**src/rtl/irqb_pkg.sv**
```systemverilog
package irqb_pkg;
    localparam int WIN_AW     = 7;
    localparam int DATA_W     = 32;
    localparam int CSR_OFS    = 'h38;
    localparam int EN_BIT     = 13;
    localparam int STAT_BIT   = 23;
    localparam int FWD_LIMIT  = 'h20;
    localparam int PERIPH_AW  = $clog2(FWD_LIMIT);
    localparam int ID_SPAN    = 8;
    localparam int ID_OFS     = 7;
    localparam int ID_VERSION = 13;
    localparam int WIN_CTRL   = 0;
    localparam int WIN_PERIPH = 1;
    localparam int WIN_ID     = 2;
    localparam int NUM_WIN    = 3;

    typedef struct packed {
        logic [DATA_W-1:0] csr;
        logic              irq;
        logic              prst;
    } csr_state_t;
endpackage

```
**src/rtl/irqb_csr.sv**
```systemverilog
module irqb_csr
    import irqb_pkg::*;
#(
    parameter int AW    = WIN_AW,
    parameter int DW    = DATA_W,
    parameter int OFS   = CSR_OFS,
    parameter int ENB   = EN_BIT,
    parameter int STB   = STAT_BIT
) (
    input  logic          clk,
    input  logic          rst_n,
    input  logic          sel,
    input  logic [AW-1:0] addr,
    input  logic          word,
    input  logic          wr,
    input  logic [DW-1:0] wdata,
    input  logic          raw_irq,
    output logic [DW-1:0] rdata,
    output logic          host_irq,
    output logic          periph_rst
);
    localparam logic [AW-1:0] OFS_A = AW'(OFS);

    csr_state_t st_d, st_q;
    logic hit, wr_hit;

    assign hit    = sel && word && (addr == OFS_A);
    assign wr_hit = hit && wr;

    always_comb begin
        st_d      = st_q;
        st_d.prst = 1'b0;
        if (wr_hit) begin
            st_d.csr = wdata;
        end
        st_d.irq = raw_irq && st_d.csr[ENB];
    end

    always_ff @(posedge clk) begin
        if (!rst_n) begin
            st_q.csr  <= '0;
            st_q.irq  <= 1'b0;
            st_q.prst <= 1'b1;
        end else begin
            st_q <= st_d;
        end
    end

    always_comb begin
        rdata = '0;
        if (hit) begin
            rdata      = st_q.csr;
            rdata[STB] = raw_irq;
        end
    end

    assign host_irq   = st_q.irq;
    assign periph_rst = st_q.prst;

    // the peripheral reset lasts a single cycle after release
    p_reset_pulse_r1: assert property (@(posedge clk) disable iff (!rst_n)
        periph_rst |=> !periph_rst);
    // masked while enable is clear
    p_masked_r4: assert property (@(posedge clk) disable iff (!rst_n)
        (!st_q.csr[ENB] && !wr_hit) |=> !host_irq);
    // follows the raw level while enabled
    p_follow_r4: assert property (@(posedge clk) disable iff (!rst_n)
        (st_q.csr[ENB] && !wr_hit) |=> (host_irq == $past(raw_irq)));
    // an enable write with a pending request takes effect on the next clock
    p_toggle_r5: assert property (@(posedge clk) disable iff (!rst_n)
        (wr_hit && raw_irq) |=> (host_irq == $past(wdata[ENB])));
endmodule

```
**src/rtl/irqb_fwd.sv**
```systemverilog
module irqb_fwd
    import irqb_pkg::*;
#(
    parameter int AW    = WIN_AW,
    parameter int PAW   = PERIPH_AW,
    parameter int LIMIT = FWD_LIMIT
) (
    input  logic           clk,
    input  logic           rst_n,
    input  logic           sel,
    input  logic [AW-1:0]  addr,
    input  logic           wr,
    input  logic           rd,
    input  logic [7:0]     wdata,
    input  logic [7:0]     p_rdata,
    output logic [PAW-1:0] p_addr,
    output logic [7:0]     p_wdata,
    output logic           p_wr,
    output logic           p_rd,
    output logic [7:0]     rdata
);
    localparam logic [AW-1:0] LIM_A = AW'(LIMIT);

    logic in_range;

    assign in_range = sel && (addr < LIM_A);
    assign p_addr   = addr[PAW-1:0];
    assign p_wdata  = wdata;
    assign p_wr     = in_range && wr;
    assign p_rd     = in_range && rd;
    assign rdata    = in_range ? p_rdata : 8'h00;

    // nothing reaches the port at or above the limit
    p_no_fwd_high_r7: assert property (@(posedge clk) disable iff (!rst_n)
        (addr >= LIM_A) |-> (!p_wr && !p_rd));
    // at most one strobe per access
    p_one_strobe_r6: assert property (@(posedge clk) disable iff (!rst_n)
        (!(wr && rd)) |-> $onehot0({p_wr, p_rd}));
endmodule

```
**src/rtl/irqb_ident.sv**
```systemverilog
module irqb_ident
    import irqb_pkg::*;
#(
    parameter int AW   = WIN_AW,
    parameter int SPAN = ID_SPAN,
    parameter int OFS  = ID_OFS,
    parameter int VER  = ID_VERSION
) (
    input  logic          sel,
    input  logic [AW-1:0] addr,
    output logic [7:0]    rdata
);
    localparam logic [AW-1:0] OFS_A = AW'(OFS);
    localparam logic [7:0]    ID_VAL = {4'(VER), 4'h0};

    always_comb begin
        rdata = 8'h00;
        if (sel && (addr == OFS_A) && (OFS < SPAN)) begin
            rdata = ID_VAL;
        end
    end
endmodule

```
**src/rtl/irqb_top.sv**
```systemverilog
module irqb_top
    import irqb_pkg::*;
(
    input  logic                 clk,
    input  logic                 rst_n,
    input  logic [NUM_WIN-1:0]   win_sel,
    input  logic [WIN_AW-1:0]    bus_addr,
    input  logic                 bus_word,
    input  logic                 bus_wr,
    input  logic                 bus_rd,
    input  logic [DATA_W-1:0]    bus_wdata,
    output logic [DATA_W-1:0]    bus_rdata,
    input  logic                 periph_irq,
    output logic                 host_irq,
    output logic [PERIPH_AW-1:0] periph_addr,
    output logic [7:0]           periph_wdata,
    output logic                 periph_wr,
    output logic                 periph_rd,
    input  logic [7:0]           periph_rdata,
    output logic                 periph_rst
);
    logic [DATA_W-1:0] csr_rd;
    logic [7:0]        fwd_rd;
    logic [7:0]        id_rd;

    irqb_csr u_csr (
        .clk        (clk),
        .rst_n      (rst_n),
        .sel        (win_sel[WIN_CTRL]),
        .addr       (bus_addr),
        .word       (bus_word),
        .wr         (bus_wr),
        .wdata      (bus_wdata),
        .raw_irq    (periph_irq),
        .rdata      (csr_rd),
        .host_irq   (host_irq),
        .periph_rst (periph_rst)
    );

    irqb_fwd u_fwd (
        .clk     (clk),
        .rst_n   (rst_n),
        .sel     (win_sel[WIN_PERIPH]),
        .addr    (bus_addr),
        .wr      (bus_wr),
        .rd      (bus_rd),
        .wdata   (bus_wdata[7:0]),
        .p_rdata (periph_rdata),
        .p_addr  (periph_addr),
        .p_wdata (periph_wdata),
        .p_wr    (periph_wr),
        .p_rd    (periph_rd),
        .rdata   (fwd_rd)
    );

    irqb_ident u_id (
        .sel   (win_sel[WIN_ID]),
        .addr  (bus_addr),
        .rdata (id_rd)
    );

    always_comb begin
        bus_rdata = '0;
        unique case (1'b1)
            win_sel[WIN_CTRL]:   bus_rdata = csr_rd;
            win_sel[WIN_PERIPH]: bus_rdata = {{(DATA_W-8){1'b0}}, fwd_rd};
            win_sel[WIN_ID]:     bus_rdata = {{(DATA_W-8){1'b0}}, id_rd};
            default:             bus_rdata = '0;
        endcase
    end
endmodule

```
**config.mk**
```make
export PLATFORM = sky130hd
export DESIGN_NAME = irqb_top
export DESIGN_NICKNAME = d
export VERILOG_FILES = /design/src/rtl/irqb_pkg.sv /design/src/rtl/irqb_csr.sv /design/src/rtl/irqb_fwd.sv /design/src/rtl/irqb_ident.sv /design/src/rtl/irqb_top.sv
export SDC_FILE = /design/constraint.sdc
export NUM_CORES = 1
export LEC_CHECK = 0
export BUFFER_PORTS_ARGS = -buffer_cell sky130_fd_sc_hd__buf_2
export CELL_PAD_IN_SITES_DETAIL_PLACEMENT = 0
export CELL_PAD_IN_SITES_GLOBAL_PLACEMENT = 1
export CORE_ASPECT_RATIO = 1.4
export CORE_MARGIN = 2
export CORE_UTILIZATION = 30
export DETAILED_ROUTE_END_ITERATION = 8
export PLACE_DENSITY_LB_ADDON = 0.2
export SYNTH_ARGS = -nofsm -noshare
export SYNTH_HDL_FRONTEND = slang
export SYNTH_SLANG_ARGS = --single-unit
```
**constraint.sdc**
```tcl
create_clock -name clk -period 2.3 [get_ports clk]
set_clock_uncertainty 0.15 [all_clocks]
set_input_delay 0.575 -clock clk [delete_from_list [all_inputs] [get_ports clk]]
set_output_delay 0.575 -clock clk [all_outputs]
set_load 0.02 [all_outputs]
```
# After elaboration in Yosys (flattened, before gate mapping)

Cells that the tools add are included.

Add/subtract/negate cells: 0
$mul: 0
Div/mod/pow operators: 0
Order comparisons: 1
Equality and inequality tests: 2
Shifts and indexed selects: 0
Mux-type cells: 6
Bitwise logic cells: 0
Reductions and logical operators: 8

Operator list:

| operator                                                   | count |
|---|---|
| one-hot mux 32 bit (3 select lines)                        | 1 |
| two-way mux 32 bit                                         | 1 |
| two-way mux 8 bit                                          | 2 |
| two-way mux 14 bit                                         | 1 |
| logical AND 1 bit                                          | 8 |
| == test 7 x 3 -> 1 bit, second input constant              | 1 |
| == test 7 x 6 -> 1 bit, second input constant              | 1 |
| less-than comparator 7 x 6 -> 1 bit, second input constant | 1 |
| two-way mux 1 bit                                          | 1 |

Bits in registers: 34
Latch bits: 0
Bits in writable memories: 0
Bits in read-only memories: 0
Word-level logic and storage cells: 21
Memories kept: 0

# Depth between registers and ports, before layout

Gate-level depths: netlist of run 1.

Depth in word-level cells: 5
Depth in mapped cells: 4
Gate-level depth less buffers: 3

# Modules after synthesis

A second synthesis of run 1 with hierarchy kept.

Cells, all modules: 259
Area total of the unflattened synthesis: 2207.1 um^2

By module, submodules not included:

| module     | instances | cells an instance | area each (um^2) | seq. area each (um^2) |
|---|---|---|---|---|
| irqb_csr   | 1         | 181               | 1607.8           | 660.6 |
| irqb_top   | 1         | 44                | 292.8            | 0.0 |
| irqb_fwd   | 1         | 23                | 222.7            | 0.0 |
| irqb_ident | 1         | 11                | 83.8             | 0.0 |

# Worst setup path before layout of run 1

Ideal clock, no wire load.

Kind: input -> output
From: input bus_addr[0]
To: output bus_rdata[7]
Arrival: 1612 ps
Required time: 1575 ps
Path slack: -37 ps
Stages on the path: 4
Cell sequence: or2_4 nor4_4 buf_4 a221o_1

Word-level cells in the longest chain between the ends: 4

Ends and longest elaborated chain:

| what                                                              | line                                             | source |
|---|---|---|
| from (decl)                                                       | irqb_top.sv:7                                    | `input logic [WIN_AW-1:0] bus_addr,` |
| less-than comparator 7 x 6 -> 1 bit, or another cell as far along | irqb_fwd.sv:26                                   | `assign in_range = sel && (addr < LIM_A);` |
| logical AND 1 bit, on equally long branches                       | irqb_fwd.sv:26, irqb_ident.sv:18, irqb_csr.sv:27 |  |
| two-way mux 8 bit, or another cell as far along                   | irqb_fwd.sv:31                                   | `assign rdata = in_range ? p_rdata : 8'h00;` |
| one-hot mux 32 bit (3 select lines) (*)                           | irqb_top.sv:64                                   | `unique case (1'b1)` |
| to (decl)                                                         | irqb_top.sv:12                                   | `output logic [DATA_W-1:0] bus_rdata,` |

Mark *: on every way between the ends. The rest lies on a longest branch, timed or not.

# Worst setup path after layout of run 1

From: input bus_addr[0]
To: output bus_rdata[4]

The elaborated chain is that of the path after synthesis.

==> impl_summary.txt, run 1 <==
----------------------------------------------------
[Status]
  Status ... finished with violations
  Violated checks ... negative setup slack

[Timing]
  Final setup margin ... -0.1805 ns
  Final Max Slew Viols ... 0
  Count of final hold-check violations ... 0
  Worst Hold Margin ... 0.3020 ns
  Fin crit share ... 1.078
  Transition time at the pin with the least slew margin ... 0.4646 ns
  Max_slew headroom ... 0.6902
  RSZ-0062 raised after global routing ... true
  Max Clock Freq ... 403.1 MHz
  Final setup violation count ... 32
  TNS Setup ... -5.175 ns
  Min Clock Period, post-route ... 2.481 ns

[Synth]
  Post-Synthesis Net Count ... 256
  Most area-hungry cell type in the Yosys netlist ... sky130_fd_sc_hd__dfxtp_1
  Number of storage elements in the synthesis netlist ... 33
  Fraction of synthesized cell area taken by the top area cell type ... 0.3771
  Synthesized area per cell ... 8.758 um2
  Yosys cell types ... 21
  Share of flip-flops with an asynchronous set or reset after synthesis ... 0
  Synth Warn # ... 0
  Most frequent cells after synthesis ... sky130_fd_sc_hd__nand2_1 (63), sky130_fd_sc_hd__dfxtp_1 (33), sky130_fd_sc_hd__mux2i_1 (32)
  Cell with the most instances after synthesis ... sky130_fd_sc_hd__nand2_1
  Main area contributors after synthesis ... sky130_fd_sc_hd__dfxtp_1 (38%), sky130_fd_sc_hd__mux2i_1 (18%), sky130_fd_sc_hd__nand2_1 (13%), sky130_fd_sc_hd__and2_1 (9.3%), sky130_fd_sc_hd__buf_4 (6.0%)
  Post-synth EDFFs ... 0
  Netlist area before placement ... 1752 um2
  Cells after Synth ... 200
  Top FF cell, synth ... sky130_fd_sc_hd__dfxtp_1
  Seq/Total Area, Yosys ... 0.3771

[Min path]
  Hold Path Cell Cnt ... 2
  End point of the most critical hold path ... u_csr.st_q[13]
  Hold/Removal Path Class ... reg -> reg
  Hold Path Origin ... u_csr.st_q[13]

[Route]
  Remaining design rule violation count ... 0
  Total number of vias ... 1667
  Starting DRC count in detailed routing ... 23
  Post-detailed-route count of antenna-violating nets ... 0
  Routed WL ... 4578 um
  Via/cell ratio ... 4.542
  Average wire per cell in the routed design ... 12.47 um
  Number of detailed-routing iterations run before antenna repair ... 4

[GRT]
  Number of global-route vias before repair ... 1563
  Largest net degree at the start of global routing ... 42
  Global-route wire length before repair ... 7107 um
  Aggregate global-route resource usage ... 0.1446
  Remaining global-route overflow ... 0
  Initial antenna violation count ... 0

[Cells and area]
  Final std cell area, no fill ... 2703 um2
  Fillers ... 572
  Fraction of layout cells with a size suffix above 1 ... 0.5151
  Util after Layout ... 0.4856
  Number of nets in the finished design ... 354
  Layout-stage area growth over the synthesis result ... 54.29%
  Layout Cells excl Fill ... 367
  Number of diodes ... 0

[CTS]
  Buffer depth of the longest clock path ... 2
  Number of levels in the clock H-tree ... 2
  Clock Latency Late Sink ... 0.27 ns
  TritonCTS clock tree ... done
  Clock slew at reported path FFs ... 0.07 ns
  Clock tree root buffer cell ... sky130_fd_sc_hd__clkbuf_8
  TritonCTS Buffers ... 5
  Number of sinks on the clock net ... 33

[Floorplanning]
  Die Area ... 6475 um2
  Standard-cell rows ... 32
  # IOs ... 105
  Horizontal extent of the die ... 68.58 um
  Core region area ... 5565 um2
  Chip Height ... 94.41 um
  Starting density of the core ... 0.3147

[Critical path]
  Critical setup path kind ... in -> out
  Worst path required time ... 1.57 ns
  Endpoint kind of the worst setup timing path ... output pin
  Slack of the worst reg-to-reg path ... 1.53 ns
  Crit Reg-Reg Startpoint ... u_csr.st_q[15]
  Endpoint of the worst register-to-register path ... u_csr.host_irq
  R2r worst-path depth ... 2
  Arrival time at the worst endpoint ... 1.76 ns
  Worst Setup Start Kind ... primary input
  Largest fanout of any net on the critical path ... 7

[Placed design]
  Worst slack after detailed placement ... -0.2252 ns
  Post-Place Cells ... 355
  Input/output buffers ... 103
  Instance area after placement ... 2320 um2
  Detailed-placement wirelength estimate ... 3029 um
  Weighted congestion reported at the end of routability-driven placement ... 0.6333

[Flow run]
  Max capacitance violation total ... 0

[Pwr]
  Power density normalized to cell area ... 429.5 nW/um2
  Peak supply drop ... 0.0003624 V
  Reported leakage power ... 1.217 nW
  Overall power of the completed layout ... 1.161 mW

----------------------------------------------------
timing repair:
item / in CTS / in global routing
cloned: 3 / 0
setup endpoints to repair: 32 / 32
buffers inserted: 1 / 0
pin swaps: 28 / 4
hold buffers: 0 / 0
resized for setup: 93 / 5
report_power, final:
group	internal, mW	total (mW)	switching (mW)
combinational	0.0770	0.158	0.0812
sequential	0.572	0.573	0.000354
clock	0.209	0.430	0.221
total	0.858	1.16	0.303
cells by family (layout without fill, tap and decap cells):
logic type             after synthesis  in the layout  share of synthesized area
muxes                               32             32                     0.1829
AOI/OAI and AO/OA                    8              8                    0.04214
and+or+nand+nor                    100            100                     0.2957
buffers and inverters               27            126                     0.1021
DFF                                 33             33                     0.3771
state kept, by name, summed over array words and instances (netlist names):
signal            count
u_csr.st_q           31
u_csr.host_irq        1
u_csr.periph_rst      1
worst max-delay path by stage:
stage | slack [ns] | cells past startpoint | from | endpoint
global placement | -0.23 | 6 | bus_addr[0] | bus_rdata[11]
CTS | -0.22 | 7 | bus_addr[1] | bus_rdata[7]
global route | -0.25 | 7 | bus_addr[0] | bus_rdata[6]
detailed placement | -0.23 | 6 | bus_addr[0] | bus_rdata[11]
finish | -0.18 | 7 | bus_addr[0] | bus_rdata[4]
floorplan | -0.03 | 4 | bus_addr[0] | bus_rdata[7]
area by class of cell:
| cell class | count | area (um2) | area share |
|---|---|---|---|
| repair buffers | 117 | 897.1 | 0.3319 |
| multi-input cells | 140 | 969.7 | 0.3588 |
| flip-flops and latches | 33 | 660.6 | 0.2444 |
| clock inverters | 3 | 17.52 | 0.006481 |
| clock buffers | 5 | 68.82 | 0.02546 |
| inverters | 1 | 3.754 | 0.001389 |
| well taps | 68 | 85.08 | 0.03148 |
critical path, cell delays in order:
cell and delay, ns:
sky130_fd_sc_hd__buf_6 0.09, sky130_fd_sc_hd__or2_4 0.26, sky130_fd_sc_hd__nor4_4 0.26, sky130_fd_sc_hd__buf_6 0.17, sky130_fd_sc_hd__buf_6 0.13, sky130_fd_sc_hd__a221o_1 0.15, sky130_fd_sc_hd__buf_6 0.11
layout by cell type (no fill, tap or decap):
cell and count:
sky130_fd_sc_hd__nor4_4 1, sky130_fd_sc_hd__inv_1 1, sky130_fd_sc_hd__nor2_1 1, sky130_fd_sc_hd__clkinvlp_4 1
sky130_fd_sc_hd__nand3_1 2, sky130_fd_sc_hd__mux2i_1 32, sky130_fd_sc_hd__and2_2 2, sky130_fd_sc_hd__nand4b_2 1
sky130_fd_sc_hd__nor3b_2 1, sky130_fd_sc_hd__dfxtp_1 33, sky130_fd_sc_hd__and2_1 2, sky130_fd_sc_hd__buf_4 5
sky130_fd_sc_hd__a221o_1 3, sky130_fd_sc_hd__nand2_1 63, sky130_fd_sc_hd__buf_6 39, sky130_fd_sc_hd__nand4b_1 1
sky130_fd_sc_hd__buf_8 1, sky130_fd_sc_hd__buf_12 3, sky130_fd_sc_hd__or2_4 1, sky130_fd_sc_hd__and2_4 22
sky130_fd_sc_hd__clkinv_2 2, sky130_fd_sc_hd__buf_2 69, sky130_fd_sc_hd__clkbuf_8 5, sky130_fd_sc_hd__or4bb_1 2
sky130_fd_sc_hd__nor3_4 1, sky130_fd_sc_hd__a22o_1 5
per-layer routing:
layer | global-route usage | up-vias | wire length (um)
met4 | 0.05000 | 0 | 56
met5 | 0 | - | 0
li1 | - | 839 | -
met2 | 0.2580 | 76 | 2250
met3 | 0.03814 | 6 | 433
met1 | 0.1599 | 746 | 1837
Note: power is estimated with default switching activity, not from simulation.
==> run 2, diff against run 1 <==
==> constraint.sdc (replaced) <==
create_clock -name clk -period 2.7 [get_ports clk]
set_clock_uncertainty 0.15 [all_clocks]
set_input_delay 0.675 -clock clk [delete_from_list [all_inputs] [get_ports clk]]
set_output_delay 0.675 -clock clk [all_outputs]
set_load 0.02 [all_outputs]
==> run 2 against run 1 <==
  * Global-route usage is 1.1 points lower
  * Final cell count is 0.54% lower
  * The run still ends with negative setup slack left
  * Critical path type unchanged
  * Hold slack hardly changed
  * Combinational power is 18% lower
  * Clock-buffer cell count is 2 higher
==> impl_summary.txt, run 2 (synthesized netlist as in run 1, its figures left out) <==
----------------------------------------------------
[Critical path]
  Endpoint kind of the worst setup timing path ... output pin
  Arrival time at the worst endpoint ... 1.91 ns
  Critical path capture point ... bus_rdata[4]
  Slack of the worst reg-to-reg path ... 1.90 ns
  Critical-path top delay cell ... sky130_fd_sc_hd__nor4_4
  Critical setup path kind ... in -> out
  Source of the critical timing path ... bus_addr[1]
  Endpoint of the worst register-to-register path ... u_csr.host_irq
  R2r worst-path depth ... 2
  Crit Reg-Reg Startpoint ... u_csr.st_q[15]
  Worst path required time ... 1.88 ns
  Worst Setup Start Kind ... primary input
  Delay of the slowest critical-path stage ... 0.28 ns
  Cell seen most often among critical-path stages ... sky130_fd_sc_hd__buf_6
  Largest fanout of any net on the critical path ... 8
  Cell breakdown of the critical path ... buf_6, or2_4, nor4_4, buf_6, clkbuf_16, a221o_1, buf_6

[GRT]
  Global-route wire length before repair ... 6506 um
  Largest net degree at the start of global routing ... 42
  Remaining global-route overflow ... 0
  Initial antenna violation count ... 0
  Aggregate global-route resource usage ... 0.1339
  Number of global-route vias before repair ... 1514

[Pwr]
  Net Sw Power ... 246.3 uW
  Power density normalized to cell area ... 409.8 nW/um2
  Internal Power ... 850.5 uW
  Peak supply drop ... 0.0002361 V
  Reported leakage power ... 1.206 nW
  Switching power share of the total ... 0.2246
  Part of the total power dissipated in combinational logic ... 0.119
  Share of power burned in registers ... 0.445
  Clock Power Share ... 0.436
  Overall power of the completed layout ... 1.097 mW

[Floorplanning]
  Starting density of the core ... 0.3147
  Chip Height ... 94.41 um
  Standard-cell rows ... 32
  Core region area ... 5565 um2
  # IOs ... 105
  Horizontal extent of the die ... 68.58 um
  Die Area ... 6475 um2

[Cells and area]
  Final std cell area, no fill ... 2676 um2
  Layout-stage area growth over the synthesis result ... 52.79%
  Number of diodes ... 0
  Commonest non-fill, non-tap cell in the layout ... sky130_fd_sc_hd__buf_2
  Fraction of layout cells with a size suffix above 1 ... 0.4747
  Fillers ... 578
  Flip-flop count of the largest register after layout ... 31
  Total area of multi-input combinational cells ... 947.2 um2
  Register cell area after layout ... 660.6 um2
  Highest-count cells in the layout ignoring fill and taps ... sky130_fd_sc_hd__buf_2 (69), sky130_fd_sc_hd__nand2_1 (63), sky130_fd_sc_hd__dfxtp_1 (33), sky130_fd_sc_hd__mux2i_1 (32), sky130_fd_sc_hd__buf_6 (30)
  Register name with the most flops ... u_csr.st_q
  Number of nets in the finished design ... 352

[CTS]
  Number of sinks on the clock net ... 33
  Number of levels in the clock H-tree ... 2
  Clock slew at reported path FFs ... 0.07 ns
  TritonCTS Buffers ... 5
  Clock tree root buffer cell ... sky130_fd_sc_hd__clkbuf_8
  Clock Latency Late Sink ... 0.28 ns
  TritonCTS clock tree ... done
  Buffer depth of the longest clock path ... 2

[Route]
  Total number of vias ... 1646
  Via/cell ratio ... 4.510
  Starting DRC count in detailed routing ... 45
  Post-detailed-route count of antenna-violating nets ... 0
  Number of detailed-routing iterations run before antenna repair ... 4
  Remaining design rule violation count ... 0
  Average wire per cell in the routed design ... 12.46 um
  Routed WL ... 4547 um

[Placed design]
  Input/output buffers ... 103
  Instance area after placement ... 2262 um2
  Weighted congestion reported at the end of routability-driven placement ... 0.6790
  Detailed-placement wirelength estimate ... 3014 um

[Status]
  Violated checks ... negative setup slack
  Status ... finished with violations

[Timing]
  Min Clock Period, post-route ... 2.738 ns
  Worst Hold Margin ... 0.3021 ns
  RSZ-0062 raised after global routing ... true
  Fin crit share ... 1.014
  Final setup margin ... -0.03812 ns
  Max Clock Freq ... 365.2 MHz
  Count of final hold-check violations ... 0
  Final setup violation count ... 25
  Transition time at the pin with the least slew margin ... 0.4709 ns
  Final Max Slew Viols ... 0
  Max_slew headroom ... 0.6860

[Flow run]
  Max capacitance violation total ... 0

[Min path]
  Hold/Removal Path Class ... reg -> reg

----------------------------------------------------
## run 2: worst max-delay path, delay by kind of cell
| kind | cells | cell delay [ns] |
|---|---|---|
| and+or+nand+nor | 2 | 0.53 |
| AOI/OAI and AO/OA | 1 | 0.16 |
| buffers and inverters | 4 | 0.55 |
## run 2: power groups by stage
stage               clock [mW]  combinational, mW  sequential (mW)
floorplan                    0             0.0689            0.500
global placement             0              0.124            0.499
detailed placement           0              0.125            0.499
CTS                      0.496              0.127            0.488
global route             0.524              0.144            0.488
finish                   0.479              0.130            0.488
## run 2: worst min-delay path by stage
stage | startpoint | endpoint | slack, ns | cells past startpoint
floorplan | u_csr.st_q[10] | u_csr.st_q[10] | 0.28 | 2
global placement | u_csr.st_q[19] | u_csr.st_q[19] | 0.29 | 2
detailed placement | u_csr.st_q[22] | u_csr.st_q[22] | 0.29 | 2
CTS | u_csr.st_q[31] | u_csr.st_q[31] | 0.31 | 2
global route | u_csr.st_q[24] | u_csr.st_q[24] | 0.33 | 2
finish | u_csr.st_q[12] | u_csr.st_q[12] | 0.30 | 2
## run 2: area by class of cell
class                           instances  share of cell area
Inverter                                1            0.001403
Multi-Input combinational cell        140              0.3539
Tap cell                               68             0.03179
Clock inverter                          1             0.01122
Clock buffer                            7             0.03226
Timing Repair Buffer                  115              0.3226
Sequential cell                        33              0.2468
## run 2: what timing repair did
item | 4_1_cts | 5_1_grt
pin swaps | 4 | 21
gates cloned | 0 | 3
gates resized for setup | 36 | 39
hold buffers | 0 | 0
buffers inserted | 0 | 1
setup endpoints to repair | 32 | 32
## run 2: per-stage QoR
| step | setup slack, ns | cells | setup TNS [ns] | utilization |
|---|---|---|---|---|
| final | -0.03812 | 365 | -0.2440 | 0.4809 |
| after CTS | -0.02893 | 361 | -0.1530 | 0.4445 |
| after global routing | -0.07458 | 365 | -1.709 | 0.4809 |
| after detailed placement | -0.04641 | 353 | -0.6195 | 0.4065 |
| after global placement | -0.01506 | 353 | -0.1084 | 0.4065 |
| after floorplan | 0.1628 | 200 | 0 | - |
## run 2: metal layers
metal / up-vias / wire length [um] / global-route usage
met5: - / 0 / 0
met4: 0 / 54 / 0.05500
met3: 4 / 328 / 0.04172
met2: 66 / 2319 / 0.2300
met1: 741 / 1846 / 0.1484
li1: 835 / - / -
==> run 3, diff against run 2 <==
--- a/config.mk
+++ b/config.mk
@@ -13,6 +13,7 @@
 export CORE_UTILIZATION = 30
 export DETAILED_ROUTE_END_ITERATION = 8
 export PLACE_DENSITY_LB_ADDON = 0.2
+export SETUP_SLACK_MARGIN = 0.3
 export SYNTH_ARGS = -nofsm -noshare
 export SYNTH_HDL_FRONTEND = slang
 export SYNTH_SLANG_ARGS = --single-unit
==> run 3 against run 2 <==
  * Sequential power about the same
  * Worst setup slack better by 0.10 ns
  * Total power down 13%
  * The run now ends clean
  * Combinational power up 4%
  * Critical path type unchanged
  * Maximum frequency up 4.0%
  * Sequential share of layout area down 0.30 points
  * Hold slack better by 0.0026 ns
  * Clock-buffer cell count down 2
  * First-iteration DRC count up 49%
==> impl_summary.txt, run 3 (synthesized netlist as in run 1, its figures left out) <==
----------------------------------------------------
[Route]
  Average wire per cell in the routed design ... 12.18 um
  Post-detailed-route count of antenna-violating nets ... 0
  Routed WL ... 4471 um
  Total number of vias ... 1665
  Starting DRC count in detailed routing ... 67
  Via/cell ratio ... 4.537
  Number of detailed-routing iterations run before antenna repair ... 4
  Remaining design rule violation count ... 0

[Critical path]
  Delay of the slowest critical-path stage ... 0.24 ns
  Largest fanout of any net on the critical path ... 8
  Arrival time at the worst endpoint ... 1.81 ns
  Worst Setup Start Kind ... primary input
  Endpoint kind of the worst setup timing path ... output pin
  Crit Reg-Reg Startpoint ... u_csr.st_q[15]
  Worst path required time ... 1.88 ns
  Critical setup path kind ... in -> out
  Source of the critical timing path ... bus_addr[2]
  Worst path top cell family by delay ... buffers and inverters
  Buffers plus inverters on the worst setup path ... 5
  Cell seen most often among critical-path stages ... sky130_fd_sc_hd__buf_6
  Critical-path top delay cell ... sky130_fd_sc_hd__nor4_4
  Cell breakdown of the critical path ... buf_6, nand4b_4, nor4_4, buf_6, buf_6, buf_8, and2_4, buf_6

[CTS]
  Number of sinks on the clock net ... 33
  Buffer depth of the longest clock path ... 2
  TritonCTS Buffers ... 5
  Quantity of hold-fixing buffers added after cts ... 0
  Number of levels in the clock H-tree ... 2
  TritonCTS clock tree ... done
  Clock slew at reported path FFs ... 0.06 ns
  Clock Latency Late Sink ... 0.27 ns
  Clock tree root buffer cell ... sky130_fd_sc_hd__clkbuf_8

[Cells and area]
  Number of diodes ... 0
  Layout-stage area growth over the synthesis result ... 54.64%
  Util after Layout ... 0.4867
  Layout Cells excl Fill ... 367
  Fraction of layout cells with a size suffix above 1 ... 0.5184
  Commonest non-fill, non-tap cell in the layout ... sky130_fd_sc_hd__buf_2
  Register cell area after layout ... 660.6 um2
  Fillers ... 550
  Register name with the most flops ... u_csr.st_q
  Flip-flop count of the largest register after layout ... 31
  Total area of multi-input combinational cells ... 983.4 um2
  Final std cell area, no fill ... 2709 um2
  Highest-count cells in the layout ignoring fill and taps ... sky130_fd_sc_hd__buf_2 (67), sky130_fd_sc_hd__nand2_1 (63), sky130_fd_sc_hd__buf_6 (33), sky130_fd_sc_hd__dfxtp_1 (33), sky130_fd_sc_hd__mux2i_1 (32)
  Number of nets in the finished design ... 356

[Pwr]
  Reported leakage power ... 1.228 nW
  Peak supply drop ... 0.0001831 V
  Overall power of the completed layout ... 953.0 uW
  Power density normalized to cell area ... 351.8 nW/um2

[Timing]
  Final Max Slew Viols ... 0
  Max Clock Freq ... 379.7 MHz
  Transition time at the pin with the least slew margin ... 0.3243 ns
  Min Clock Period, post-route ... 2.634 ns
  Final setup violation count ... 0
  Worst Hold Margin ... 0.3047 ns
  RSZ-0062 raised after global routing ... true
  Final setup margin ... 0.06610 ns
  Fin crit share ... 0.9755
  TNS Setup ... 0 ns
  Count of final hold-check violations ... 0
  Max_slew headroom ... 0.7838

[Placed design]
  Post-Place Cells ... 353
  Instance area after placement ... 2285 um2
  Detailed-placement wirelength estimate ... 3047 um
  Worst slack after detailed placement ... -0.04558 ns
  Input/output buffers ... 103
  Weighted congestion reported at the end of routability-driven placement ... 0.6907

[Min path]
  Hold/Removal Path Class ... reg -> reg
  Hold Path Origin ... u_csr.st_q[30]

[GRT]
  Global-route wire length before repair ... 7079 um
  Aggregate global-route resource usage ... 0.1446
  Number of global-route vias before repair ... 1598
  Initial antenna violation count ... 0
  Largest net degree at the start of global routing ... 50
  Remaining global-route overflow ... 0

[Status]
  Status ... complete, no violations

[Floorplanning]
  Starting density of the core ... 0.3147
  Die Area ... 6475 um2
  Standard-cell rows ... 32
  Horizontal extent of the die ... 68.58 um
  Core region area ... 5565 um2
  # IOs ... 105
  Chip Height ... 94.41 um

[Flow run]
  Max capacitance violation total ... 0

----------------------------------------------------
-- run 3: area by class of cell --
| cell class | count | area share |
|---|---|---|
| Multi-Input combinational cell | 140 | 0.3630 |
| Timing Repair Buffer | 119 | 0.3330 |
| Sequential cell | 33 | 0.2439 |
| Tap cell | 68 | 0.03141 |
| Clock buffer | 5 | 0.02540 |
| Clock inverter | 1 | 0.001848 |
| Inverter | 1 | 0.001386 |
-- run 3: power by group --
part | internal, mW | switching (mW) | total, mW
clock network | 0.169 | 0.161 | 0.330
registers | 0.488 | 0.000294 | 0.488
logic | 0.0647 | 0.0699 | 0.135
-- run 3: final timing paths --
path,end,slack [ns],cells past startpoint
worst max-delay path,bus_rdata[14],0.07,8
worst min-delay path,u_csr.st_q[30],0.30,2
worst max register to register,u_csr.host_irq,1.94,2
worst min register to register,u_csr.st_q[30],0.30,2
-- run 3: routing by layer --
metal / routed length, um / track usage / vias to the layer above
li1: - / - / 841
met1: 1777 / 0.1608 / 751
met2: 2310 / 0.2588 / 69
met3: 340 / 0.03933 / 4
met4: 42 / 0.04500 / 0
met5: 0 / 0 / -
-- run 3: worst min-delay path, stage by stage, from the launching register on --
cell and delay (ns):
sky130_fd_sc_hd__dfxtp_1 0.30, sky130_fd_sc_hd__nand2_1 0.05, sky130_fd_sc_hd__mux2i_1 0.05
-- run 3: repair_timing --
item / 4_1_cts / 5_1_grt
pin swaps: 23 / 0
endpoints found under the setup margin: 32 / 32
gates cloned: 2 / 0
resized for setup: 88 / 1
setup buffers: 5 / 1
